[config.mk]
export PLATFORM = sky130hd
export DESIGN_NAME = rdseq_array_read
export DESIGN_NICKNAME = d
export VERILOG_FILES = /design/src/rtl/rdseq_pkg.sv /design/src/rtl/rdseq_opc_decode.sv /design/src/rtl/rdseq_addr_ctr.sv /design/src/rtl/rdseq_so_shift.sv /design/src/rtl/rdseq_array_read.sv
export SDC_FILE = /design/constraint.sdc
export NUM_CORES = 1
export LEC_CHECK = 0
export BUFFER_PORTS_ARGS = -buffer_cell sky130_fd_sc_hd__buf_2
export CAP_MARGIN = 20
export CORE_MARGIN = 3
export CORE_UTILIZATION = 40
export DETAILED_ROUTE_END_ITERATION = 6
export PLACE_DENSITY = 0.68
export SYNTH_ARGS = -nofsm -noshare
export SYNTH_HDL_FRONTEND = slang
export SYNTH_HIERARCHICAL = 1
export SYNTH_SLANG_ARGS = --single-unit
[constraint.sdc]
create_clock -name clk -period 3.1 [get_ports clk]
set_clock_uncertainty 0.1 [all_clocks]
set_input_delay 0.155 -clock clk [delete_from_list [all_inputs] [get_ports clk]]
set_output_delay 0.155 -clock clk [all_outputs]
set_load 0.03 [all_outputs]
[src/rtl/rdseq_pkg.sv]
package rdseq_pkg;

  typedef enum logic [2:0] {
    PH_OPC,
    PH_ADDR,
    PH_DUMMY,
    PH_DATA,
    PH_IGNORE
  } phase_t;

  localparam logic [7:0] OPC_RD_FAST   = 8'h0B;
  localparam logic [7:0] OPC_RD_SLOW   = 8'h03;
  localparam logic [7:0] OPC_RD_LEGACY = 8'hE8;
  localparam logic [7:0] OPC_RD_PAGE   = 8'hD2;

endpackage

[src/rtl/rdseq_opc_decode.sv]
module rdseq_opc_decode
  import rdseq_pkg::*;
#(
  parameter int DUMMY_W = 3
) (
  input  logic [7:0]         opc,
  output logic               known,
  output logic [DUMMY_W-1:0] dummy_bytes,
  output logic               page_wrap
);

  always_comb begin
    known       = 1'b1;
    dummy_bytes = '0;
    page_wrap   = 1'b0;
    case (opc)
      OPC_RD_FAST:   dummy_bytes = DUMMY_W'(1);
      OPC_RD_SLOW:   dummy_bytes = '0;
      OPC_RD_LEGACY: dummy_bytes = DUMMY_W'(4);
      OPC_RD_PAGE: begin
        dummy_bytes = DUMMY_W'(4);
        page_wrap   = 1'b1;
      end
      default:       known = 1'b0;
    endcase
  end

endmodule

[src/rtl/rdseq_addr_ctr.sv]
module rdseq_addr_ctr #(
  parameter int PAGE_W    = 9,
  parameter int OFF_W     = 9,
  parameter int STD_BYTES = 264,
  parameter int BIN_BYTES = 256
) (
  input  logic              clk,
  input  logic              rst,
  input  logic              load,
  input  logic              load_adv,
  input  logic [PAGE_W-1:0] ld_page,
  input  logic [OFF_W-1:0]  ld_off,
  input  logic              step,
  input  logic              page_wrap,
  input  logic              bin_mode,
  output logic [PAGE_W-1:0] page_q,
  output logic [OFF_W-1:0]  off_q
);

  localparam logic [OFF_W-1:0] STD_LAST = OFF_W'(STD_BYTES - 1);
  localparam logic [OFF_W-1:0] BIN_LAST = OFF_W'(BIN_BYTES - 1);

  function automatic logic [PAGE_W+OFF_W-1:0] advance(
    input logic [PAGE_W-1:0] pg,
    input logic [OFF_W-1:0]  of,
    input logic              bin,
    input logic              wrap
  );
    logic [OFF_W-1:0] lst;
    lst = bin ? BIN_LAST : STD_LAST;
    if (of >= lst) return {(wrap ? pg : pg + 1'b1), {OFF_W{1'b0}}};
    return {pg, of + 1'b1};
  endfunction

  logic [OFF_W-1:0] last_off;
  assign last_off = bin_mode ? BIN_LAST : STD_LAST;

  always_ff @(posedge clk) begin
    if (rst) begin
      page_q <= '0;
      off_q  <= '0;
    end else if (load) begin
      if (load_adv) {page_q, off_q} <= advance(ld_page, ld_off, bin_mode, page_wrap);
      else          {page_q, off_q} <= {ld_page, ld_off};
    end else if (step) begin
      {page_q, off_q} <= advance(page_q, off_q, bin_mode, page_wrap);
    end
  end

  AST_OFF_RESTART: assert property (@(posedge clk) disable iff (rst)
    (step && !load && off_q >= last_off) |=> (off_q == '0));

  AST_PAGE_HOLD: assert property (@(posedge clk) disable iff (rst)
    (step && !load && page_wrap && off_q >= last_off) |=> (page_q == $past(page_q)));

  AST_PAGE_NEXT: assert property (@(posedge clk) disable iff (rst)
    (step && !load && !page_wrap && off_q >= last_off)
      |=> (page_q == PAGE_W'($past(page_q) + 1'b1)));

endmodule

[src/rtl/rdseq_so_shift.sv]
module rdseq_so_shift #(
  parameter int DW = 8
) (
  input  logic          clk,
  input  logic          rst,
  input  logic          active,
  input  logic          sck_fall,
  input  logic          rd_pend,
  input  logic [DW-1:0] rd_data,
  output logic          so,
  output logic          so_oe,
  output logic          fetch
);

  localparam int PTR_W = $clog2(DW);

  logic [PTR_W-1:0] ptr_q;
  logic [DW-1:0]    cur_q;
  logic [DW-1:0]    nxt_q;
  logic [DW-1:0]    src;

  assign src   = rd_pend ? rd_data : nxt_q;
  assign fetch = active && sck_fall && (ptr_q == '0);

  always_ff @(posedge clk) begin
    if (rst) nxt_q <= '0;
    else if (rd_pend) nxt_q <= rd_data;
  end

  always_ff @(posedge clk) begin
    if (rst || !active) begin
      ptr_q <= '0;
      cur_q <= '0;
      so    <= 1'b0;
      so_oe <= 1'b0;
    end else if (sck_fall) begin
      so_oe <= 1'b1;
      ptr_q <= ptr_q + 1'b1;
      if (ptr_q == '0) begin
        so    <= src[DW-1];
        cur_q <= {src[DW-2:0], 1'b0};
      end else begin
        so    <= cur_q[DW-1];
        cur_q <= {cur_q[DW-2:0], 1'b0};
      end
    end
  end

  AST_OE_ON_FALL: assert property (@(posedge clk) disable iff (rst)
    $rose(so_oe) |-> $past(sck_fall));

endmodule

[src/rtl/rdseq_array_read.sv]
module rdseq_array_read
  import rdseq_pkg::*;
#(
  parameter int PAGE_W    = 9,
  parameter int OFF_W     = 9,
  parameter int DW        = 8,
  parameter int ADDR_BITS = 24,
  parameter int STD_BYTES = 264,
  parameter int BIN_BYTES = 256,
  parameter int MAX_DUMMY = 4
) (
  input  logic              clk,
  input  logic              rst,
  input  logic              cs_n,
  input  logic              sck,
  input  logic              si,
  input  logic              bin_mode,
  output logic              so,
  output logic              so_oe,
  output logic              arr_rd_en,
  output logic [PAGE_W-1:0] arr_page,
  output logic [OFF_W-1:0]  arr_off,
  input  logic [DW-1:0]     arr_data
);

  localparam int BCNT_W  = $clog2(ADDR_BITS);
  localparam int DUMMY_W = $clog2(MAX_DUMMY + 1);
  localparam int HOLD_W  = PAGE_W + OFF_W;
  localparam int BOFF_W  = $clog2(BIN_BYTES);

  logic               sck_q;
  logic               sck_rise, sck_fall, active;
  phase_t             phase_q;
  logic [BCNT_W-1:0]  bcnt_q;
  logic [DUMMY_W-1:0] dcnt_q, dummy_q, dec_dummy;
  logic               wrap_q, dec_wrap, dec_known;
  logic [6:0]         opc_sr;
  logic [7:0]         opc_now;
  logic [HOLD_W-1:0]  addr_sr, addr_now;
  logic [PAGE_W-1:0]  ld_page, ctr_page;
  logic [OFF_W-1:0]   ld_off, ctr_off;
  logic               opc_last, addr_done, dummy_done, load_adv, fetch, step;
  logic               rd_pend;

  assign sck_rise = sck & ~sck_q;
  assign sck_fall = ~sck & sck_q;
  assign active   = ~cs_n;
  assign opc_now  = {opc_sr, si};
  assign addr_now = {addr_sr[HOLD_W-2:0], si};

  always_comb begin
    if (bin_mode) begin
      ld_page = addr_now[BOFF_W+PAGE_W-1:BOFF_W];
      ld_off  = OFF_W'(addr_now[BOFF_W-1:0]);
    end else begin
      ld_page = addr_now[OFF_W+PAGE_W-1:OFF_W];
      ld_off  = addr_now[OFF_W-1:0];
    end
  end

  assign opc_last   = active && sck_rise && phase_q == PH_OPC && bcnt_q == BCNT_W'(7);
  assign addr_done  = active && sck_rise && phase_q == PH_ADDR &&
                      bcnt_q == BCNT_W'(ADDR_BITS - 1);
  assign dummy_done = active && sck_rise && phase_q == PH_DUMMY &&
                      bcnt_q == BCNT_W'(7) && dcnt_q == DUMMY_W'(dummy_q - 1'b1);
  assign load_adv   = addr_done && dummy_q == '0;
  assign step       = dummy_done || fetch;

  rdseq_opc_decode #(.DUMMY_W(DUMMY_W)) u_dec (
    .opc         (opc_now),
    .known       (dec_known),
    .dummy_bytes (dec_dummy),
    .page_wrap   (dec_wrap)
  );

  rdseq_addr_ctr #(
    .PAGE_W(PAGE_W), .OFF_W(OFF_W), .STD_BYTES(STD_BYTES), .BIN_BYTES(BIN_BYTES)
  ) u_ctr (
    .clk       (clk),
    .rst       (rst),
    .load      (addr_done),
    .load_adv  (load_adv),
    .ld_page   (ld_page),
    .ld_off    (ld_off),
    .step      (step),
    .page_wrap (wrap_q),
    .bin_mode  (bin_mode),
    .page_q    (ctr_page),
    .off_q     (ctr_off)
  );

  rdseq_so_shift #(.DW(DW)) u_shift (
    .clk      (clk),
    .rst      (rst),
    .active   (active && phase_q == PH_DATA),
    .sck_fall (sck_fall),
    .rd_pend  (rd_pend),
    .rd_data  (arr_data),
    .so       (so),
    .so_oe    (so_oe),
    .fetch    (fetch)
  );

  always_ff @(posedge clk) begin
    if (rst) sck_q <= 1'b0;
    else     sck_q <= sck;
  end

  always_ff @(posedge clk) begin
    if (rst || cs_n) begin
      phase_q <= PH_OPC;
      bcnt_q  <= '0;
      dcnt_q  <= '0;
      dummy_q <= '0;
      wrap_q  <= 1'b0;
      opc_sr  <= '0;
      addr_sr <= '0;
    end else if (sck_rise) begin
      case (phase_q)
        PH_OPC: begin
          opc_sr <= opc_now[6:0];
          if (opc_last) begin
            bcnt_q  <= '0;
            dummy_q <= dec_dummy;
            wrap_q  <= dec_wrap;
            phase_q <= dec_known ? PH_ADDR : PH_IGNORE;
          end else begin
            bcnt_q <= bcnt_q + 1'b1;
          end
        end
        PH_ADDR: begin
          addr_sr <= addr_now;
          if (addr_done) begin
            bcnt_q  <= '0;
            phase_q <= (dummy_q == '0) ? PH_DATA : PH_DUMMY;
          end else begin
            bcnt_q <= bcnt_q + 1'b1;
          end
        end
        PH_DUMMY: begin
          if (bcnt_q == BCNT_W'(7)) begin
            bcnt_q <= '0;
            if (dummy_done) begin
              dcnt_q  <= '0;
              phase_q <= PH_DATA;
            end else begin
              dcnt_q <= dcnt_q + 1'b1;
            end
          end else begin
            bcnt_q <= bcnt_q + 1'b1;
          end
        end
        default: phase_q <= phase_q;
      endcase
    end
  end

  always_ff @(posedge clk) begin
    if (rst) begin
      arr_rd_en <= 1'b0;
      arr_page  <= '0;
      arr_off   <= '0;
      rd_pend   <= 1'b0;
    end else begin
      arr_rd_en <= load_adv || dummy_done || fetch;
      rd_pend   <= arr_rd_en;
      if (load_adv) begin
        arr_page <= ld_page;
        arr_off  <= ld_off;
      end else if (dummy_done || fetch) begin
        arr_page <= ctr_page;
        arr_off  <= ctr_off;
      end
    end
  end

  AST_SO_RELEASE: assert property (@(posedge clk) disable iff (rst)
    cs_n |=> !so_oe);

  AST_NO_READ_IDLE: assert property (@(posedge clk) disable iff (rst)
    cs_n |=> !arr_rd_en);

  AST_IGNORE_QUIET: assert property (@(posedge clk) disable iff (rst)
    (phase_q == PH_IGNORE) |-> (!so_oe && !arr_rd_en));

  AST_DATA_AFTER_HDR: assert property (@(posedge clk) disable iff (rst)
    (arr_rd_en && !$past(fetch)) |-> $past(addr_done || dummy_done));

endmodule

# Word level (Yosys, flattened, before mapping)

Cells that the tools add are included.

Order comparisons: 2
Bitwise logic cells: 5
Add/subtract/negate cells: 8
$mul: 0
Mux-type cells: 45
Div/mod/pow operators: 0
Reduce and logical (&&, ||, !) cells: 34
Shifts and indexed selects: 0
Eq/ne operators: 15

Operators by type and width:

| operator                                                               | number |
|---|---|
| 9-bit 2-to-1 mux                                                       | 15 |
| 18-bit 2-to-1 mux                                                      | 4 |
| 9-bit by 1-bit adder with 9-bit output (second input constant)         | 4 |
| 9-bit >= comparator                                                    | 2 |
| 3-bit 2-to-1 mux                                                       | 6 |
| 8-bit equality test (second input constant)                            | 2 |
| 8-bit 2-to-1 mux                                                       | 2 |
| 5-bit 2-to-1 mux                                                       | 3 |
| 5-bit one-hot mux with 3 select lines                                  | 1 |
| 1-bit logical AND                                                      | 12 |
| 1-bit 2-to-1 mux                                                       | 12 |
| 3-bit logical NOT                                                      | 3 |
| 3-bit one-hot mux with 3 select lines                                  | 1 |
| 3-bit AND reduction                                                    | 3 |
| 8-bit by 2-bit equality test with 1-bit output (second input constant) | 1 |
| 8-bit by 4-bit equality test with 1-bit output (second input constant) | 1 |
| 2-bit inequality test (second input constant)                          | 4 |
| 3-bit by 1-bit adder with 3-bit output (second input constant)         | 2 |
| 3-bit by 2-bit equality test with 1-bit output (second input constant) | 2 |
| 3-bit one-hot mux with 2 select lines                                  | 1 |
| 2-bit AND reduction                                                    | 3 |
| 6-bit AND reduction                                                    | 1 |
| 2-bit nonzero test                                                     | 3 |
| 5-bit by 1-bit adder with 5-bit output (second input constant)         | 1 |
| 13 further kinds                                                       | 20 |

Logic and storage cells: 128
Latch bits: 0
ROM bits: 0
Memories kept: 0
Input port bits: 14
Bits in registers: 99
RAM bits: 0
Output and inout port bits: 21

# Logic depth before layout (Yosys ltp)

Depth in word-level cells: 13
Mapped depth: 15
Depth with buffers taken out: 13

# Hierarchy

Netlist, hierarchy kept.

Modules (own cells, without submodules):

| module           | cells an instance | area an instance (µm²) | instances | sequential area each (µm²) |
|---|---|---|---|---|
| rdseq_array_read | 333               | 2841.5                 | 1         | 1201.2 |
| rdseq_addr_ctr   | 196               | 1610.3                 | 1         | 360.3 |
| rdseq_so_shift   | 90                | 875.8                  | 1         | 400.4 |
| rdseq_opc_decode | 11                | 87.6                   | 1         | 0.0 |

# Worst setup path after synthesis

Ideal clock, no wire load.

Kind: register to register
Start: register dummy_q[0]
End: register u_ctr.page_q[5]
Setup time: 133 ps
Data arrival time: 2868 ps
Path slack: -1 ps
Buffers on the path: 2
Period minus slack after synthesis: 3101 ps
Data required time: 2867 ps
Stages on the path, launching flop included: 16
Path through: dfxtp_1 > inv_1 > ha_1 > ha_1 > xnor2_1 > nor3_1 > a31oi_1 > clkinv_1 > buf_2 > inv_2 > or3_1 > o32a_1 > buf_6 > nor3_2 > xnor2_1 > o22ai_1

Longest elaborated chain between the ends: 6
Elaborated cells between the ends (all ways): 10
Classes of those cells: add/sub: 1; eq/ne: 1; mux: 2; reduce/logical: 6

RTL lines:

| item                                        | line                    | source |
|---|---|---|
| start, declared                             | rdseq_array_read.sv:35  | `logic [DUMMY_W-1:0] dcnt_q, dummy_q, dec_dummy;` |
| start signal, assigned                      | rdseq_array_read.sv:124 | `dummy_q <= dec_dummy;` |
| 3-bit by 1-bit subtractor with 3-bit output | rdseq_array_read.sv:65  | `bcnt_q == BCNT_W'(7) && dcnt_q == DUMMY_W'(dummy_q - 1'b1);` |
| 3-bit equality test                         | rdseq_array_read.sv:65  |  |
| 1-bit logical AND                           | rdseq_array_read.sv:65  |  |
| 1-bit logical OR                            | rdseq_array_read.sv:67  | `assign step = dummy_done \|\| fetch;` |
| net step                                    | rdseq_array_read.sv:42  | `logic opc_last, addr_done, dummy_done, load_adv, fetch, step;` |
| 2-bit nonzero test (no line)                | n/a                     |  |
| 3-bit AND reduction (no line)               | n/a                     |  |
| end signal, assigned                        | rdseq_addr_ctr.sv:43    | `if (load_adv) {page_q, off_q} <= advance(ld_page, ld_off, bin_mode, page_wrap);` |
| end signal, assigned                        | rdseq_addr_ctr.sv:44    | `else {page_q, off_q} <= {ld_page, ld_off};` |
| end signal, assigned                        | rdseq_addr_ctr.sv:46    | `{page_q, off_q} <= advance(page_q, off_q, bin_mode, page_wrap);` |
| end, declared                               | rdseq_addr_ctr.sv:16    | `output logic [PAGE_W-1:0] page_q,` |

The timed path passes the listed nets, and every way through them passes these cells.
A chain may end at the register's enable or synchronous reset.

# Worst setup path in the final report

Start: register dummy_q[0]
End: register u_ctr.page_q[5]

Longest elaborated chain between the ends: 6
Elaborated cells between the ends (all ways): 10
Classes of those cells: add/sub: 1; eq/ne: 1; mux: 2; reduce/logical: 6

RTL lines:

| item                                        | line |
|---|---|
| 3-bit by 1-bit subtractor with 3-bit output | rdseq_array_read.sv:65 |
| 3-bit equality test                         | rdseq_array_read.sv:65 |
| 1-bit logical AND                           | rdseq_array_read.sv:65 |
| 1-bit logical OR                            | rdseq_array_read.sv:67 |
| 2-bit nonzero test (no line)                | n/a |
| 3-bit AND reduction (no line)               | n/a |

Several ways; a longest one is shown, not always the timed one.

==> flow_summary_export.csv <==
group,metric,value,unit
status,outcome,"complete, no violations",
floorplanning,die_area,15000,um^2
sta,rsz0062_at_grt,"no",
synth,yosysSeqAreaShare,36.2,%
power_and_ir_drop,cellPowerDensity,407,nW/um^2
finish,fillers,1267,
global_routing,first_global_vias,4518,
floorplanning,die_y,122,um
placed_design,place_hpwl,8.89,mm
floorplanning,die_w,122,um
sta,hold_viol,0,
cts,clk_latency,0.35,ns
synth,ys_warn_count,6,
floorplanning,core_area,12900,um^2
cts,path_clk_slew,0.07,ns
setup_path,r2r_start,"dummy_q[0]",
sta,fin_crit_sh,93.3,%
synth,synth_compound_area_share,17.2,%
sta,slew_viol_final,0,
min_path,hold_class,"primary input to register",
global_routing,antenna_found_initial,0,
setup_path,cp_max_fo,9,
finish,nets,693,
finish,mostFrequentLayoutCell,"nand2_1",
setup_path,cp-start-kind,"register",
placed_design,gp_congestion,0.831,
cts,tritoncts,"built",
synth,synthArstFlopShare,0,%
setup_path,crit_type,"register to register",
setup_path,ff2ff_setup_slack,0.21,ns
setup_path,r2r_end,"u_ctr/page_q[5]",
routing,wire_per_inst,15.3,um
sta,setup_viol,0,
synth,syn_area_per_cell,8.60,um^2
cts,cts-htree-levels,3,
synth,synth_edf_count,0,
sta,relSlewSlack,53.2,%
finish,layout_common_cells,"nand2_1 (111), dfxtp_1 (98), nor2_1 (52)",
routing,ant_nets,0,
cts,numClockSinks,98,
cts,root_buffer,"clkbuf_16",
min_path,min-delay-start,"arr_data[7]",
global_routing,grt_max_degree,38,
power_and_ir_drop,leakage,2.16,nW
global_routing,globalRouteTotalUtil,17.6,%
routing,drt_pass1_iterations,5,
routing,route.detailed.drc,0,
synth,ys_types,67,
synth,synthesis.area,5420,um^2
floorplanning,start_util,41.9,%
synth,ys_ff_latch,98,
synth,synth_xor_xnor_area_share,5.66,%
routing,viasPerCell,5.59,
finish,multi_input_area,3210,um^2
routing,wirelength,12.7,mm
synth,synth-simple-area-share,25.6,%
setup_path,cp.arrival,3.02,ns
cts,clk_path_buf_depth,2,
synth,synth.net_count,666,
floorplanning,io-pin-count,35,
setup_path,cp-end-kind,"register",
floorplanning,rows,41,
power_and_ir_drop,vdd_drop_max,0.252,mV
setup_path,cp.required,3.23,ns
flow_run,max-cap-violations,0,
sta,post-route-min-period,2.89,ns
finish,area_growth,11.4,%
global_routing,grt_pass1_wl,21.6,mm
setup_path,reg2reg_depth,13,
routing,drt_iter0_drc,392,
sta,worstMarginPinSlew,0.702,ns
synth,muxShareOfSynthArea,5.18,%
global_routing,grt-ovfl-total,0,
routing,vias,4663,
finish,regArea,1960,um^2
synth,synth-main-ff-cell,"dfxtp_1",
min_path,holdPathEnd,"u_shift/nxt_q[7]",
synth,synthAdderAreaFrac,5.08,%
placed_design,port_buffers,34,
synth,synth_top_family_by_area,"simple AND/OR/NAND/NOR gates",
cts,cts_buffers,9,
placed_design,place_inst,816,
sta,fmax,346,MHz
synth,synth_cells,630,
sta,tns,0,ns
finish,layout-drive-gt1-share,18.4,%
finish,instances_no_fill,834,
finish,diodes,0,
min_path,whs_path_depth,3,
[per-stage QoR]
stage / instance area [um^2] / power (mW) / util (%) / hold slack, ns / setup slack (ns)
5_1_grt: 6030 / 2.54 / 46.7 / 0.0460 / 0.0364
4_1_cts: 6020 / 2.48 / 46.6 / 0.00739 / 0.0317
6_report: 6030 / 2.46 / 46.7 / 0.0279 / 0.209
2_1_floorplan: 5420 / 1.35 / - / 0.127 / 0.0860
3_5_place_dp: 5710 / 1.38 / 44.2 / 0.343 / 0.0719
3_3_place_gp: 5710 / 1.37 / 44.2 / 0.320 / 0.223
[flip-flops by register name, indices dropped and copies added, names as in the netlist, 3 cells and up]
signal         flops
arr_page           9
u_ctr/page_q       9
opc_sr             7
u_shift/nxt_q      8
phase_q            3
u_shift/ptr_q      3
u_ctr/off_q        9
arr_off            9
bcnt_q             5
dummy_q            3
dcnt_q             3
u_shift/cur_q      7
addr_sr           17
[where the power goes]
| part | switching (mW) | internal (mW) | total [mW] |
|---|---|---|---|
| Combinational | 0.0596 | 0.0282 | 0.0877 |
| Clock | 0.536 | 0.568 | 1.10 |
| Sequential | 0.00415 | 1.26 | 1.26 |
| Total | 0.600 | 1.86 | 2.46 |
[what timing repair did]
action,in CTS,in global routing
setup endpoints to repair,0,6
buffers inserted,0,0
hold buffers,2,0
hold endpoints to repair,2,0
resized for setup,0,2
[synthesized netlist by cell type (6+ instances only)]
library cell  count  area share (%)
a311oi_2         18             5.0
o22ai_1           7            0.81
a21oi_1          50             4.6
nor2b_1          13             1.5
ha_1             22             5.1
clkbuf_1         16             1.1
xor2_1           14             2.3
nor3_1           17             1.6
xnor2_1          21             3.4
and3_1            6            0.69
a2bb2oi_1         6            0.97
inv_1            10            0.69
nor2_1           52             3.6
nand4_1          10             1.2
mux2_2           16             3.3
o21a_1            6            0.83
mux2i_1          10             1.8
o21ai_0           7            0.65
buf_6             8             1.7
dfxtp_1          98              36
nand2_1         111             7.7
nand3_1          25             2.3
[critical path: stages, from the launching register on]
cell and delay [ns]:
dfxtp_1 0.37, inv_1 0.07, ha_1 0.20, ha_1 0.28, xnor2_1 0.14, nor3_2 0.17, a31oi_2 0.14, clkinv_1 0.11
inv_2 0.04, or3_1 0.36, o32a_4 0.29, nor3_2 0.26, xnor2_1 0.15, o22ai_1 0.09
[cell type report]
type	instances	area share, %
Clock inverter	7	1.14
Multi-Input combinational cell	483	53.1
Clock buffer	9	3.73
Inverter	14	0.912
Timing Repair Buffer	51	5.02
Sequential cell	98	32.5
Tap cell	172	3.57
[cell families after synthesis]
logic type	Yosys count
AO/OA/AOI/OAI	123
AND/OR/NAND/NOR	276
buffers and inverters	49
XOR/XNOR	35
other	1
adder cells (fa/ha/maj)	22
multiplexers	26
flip-flops	98
[routing by layer]
layer	part of all wire, %	GRT usage, %	up-vias
met3	4.6	3.13	13
met5	0	0	-
met2	47	29.5	140
met1	47	23.2	2222
li1	-	-	2288
met4	1.4	5.39	0
[how the worst max path moves through the flow]
stage          startpoint              end  slack (ns)  cells after the start
6_report       dummy_q[0]  u_ctr/page_q[5]        0.21                     13
5_1_grt        phase_q[1]  u_ctr/page_q[4]        0.04                     11
4_1_cts        dummy_q[0]  u_ctr/page_q[4]        0.03                     13
3_5_place_dp   dummy_q[0]  u_ctr/page_q[4]        0.07                     13
3_3_place_gp   dummy_q[0]  u_ctr/page_q[5]        0.22                     13
2_1_floorplan  dummy_q[0]  u_ctr/page_q[5]        0.09                     15
No activity file was read; power rests on OpenSTA's default activity.
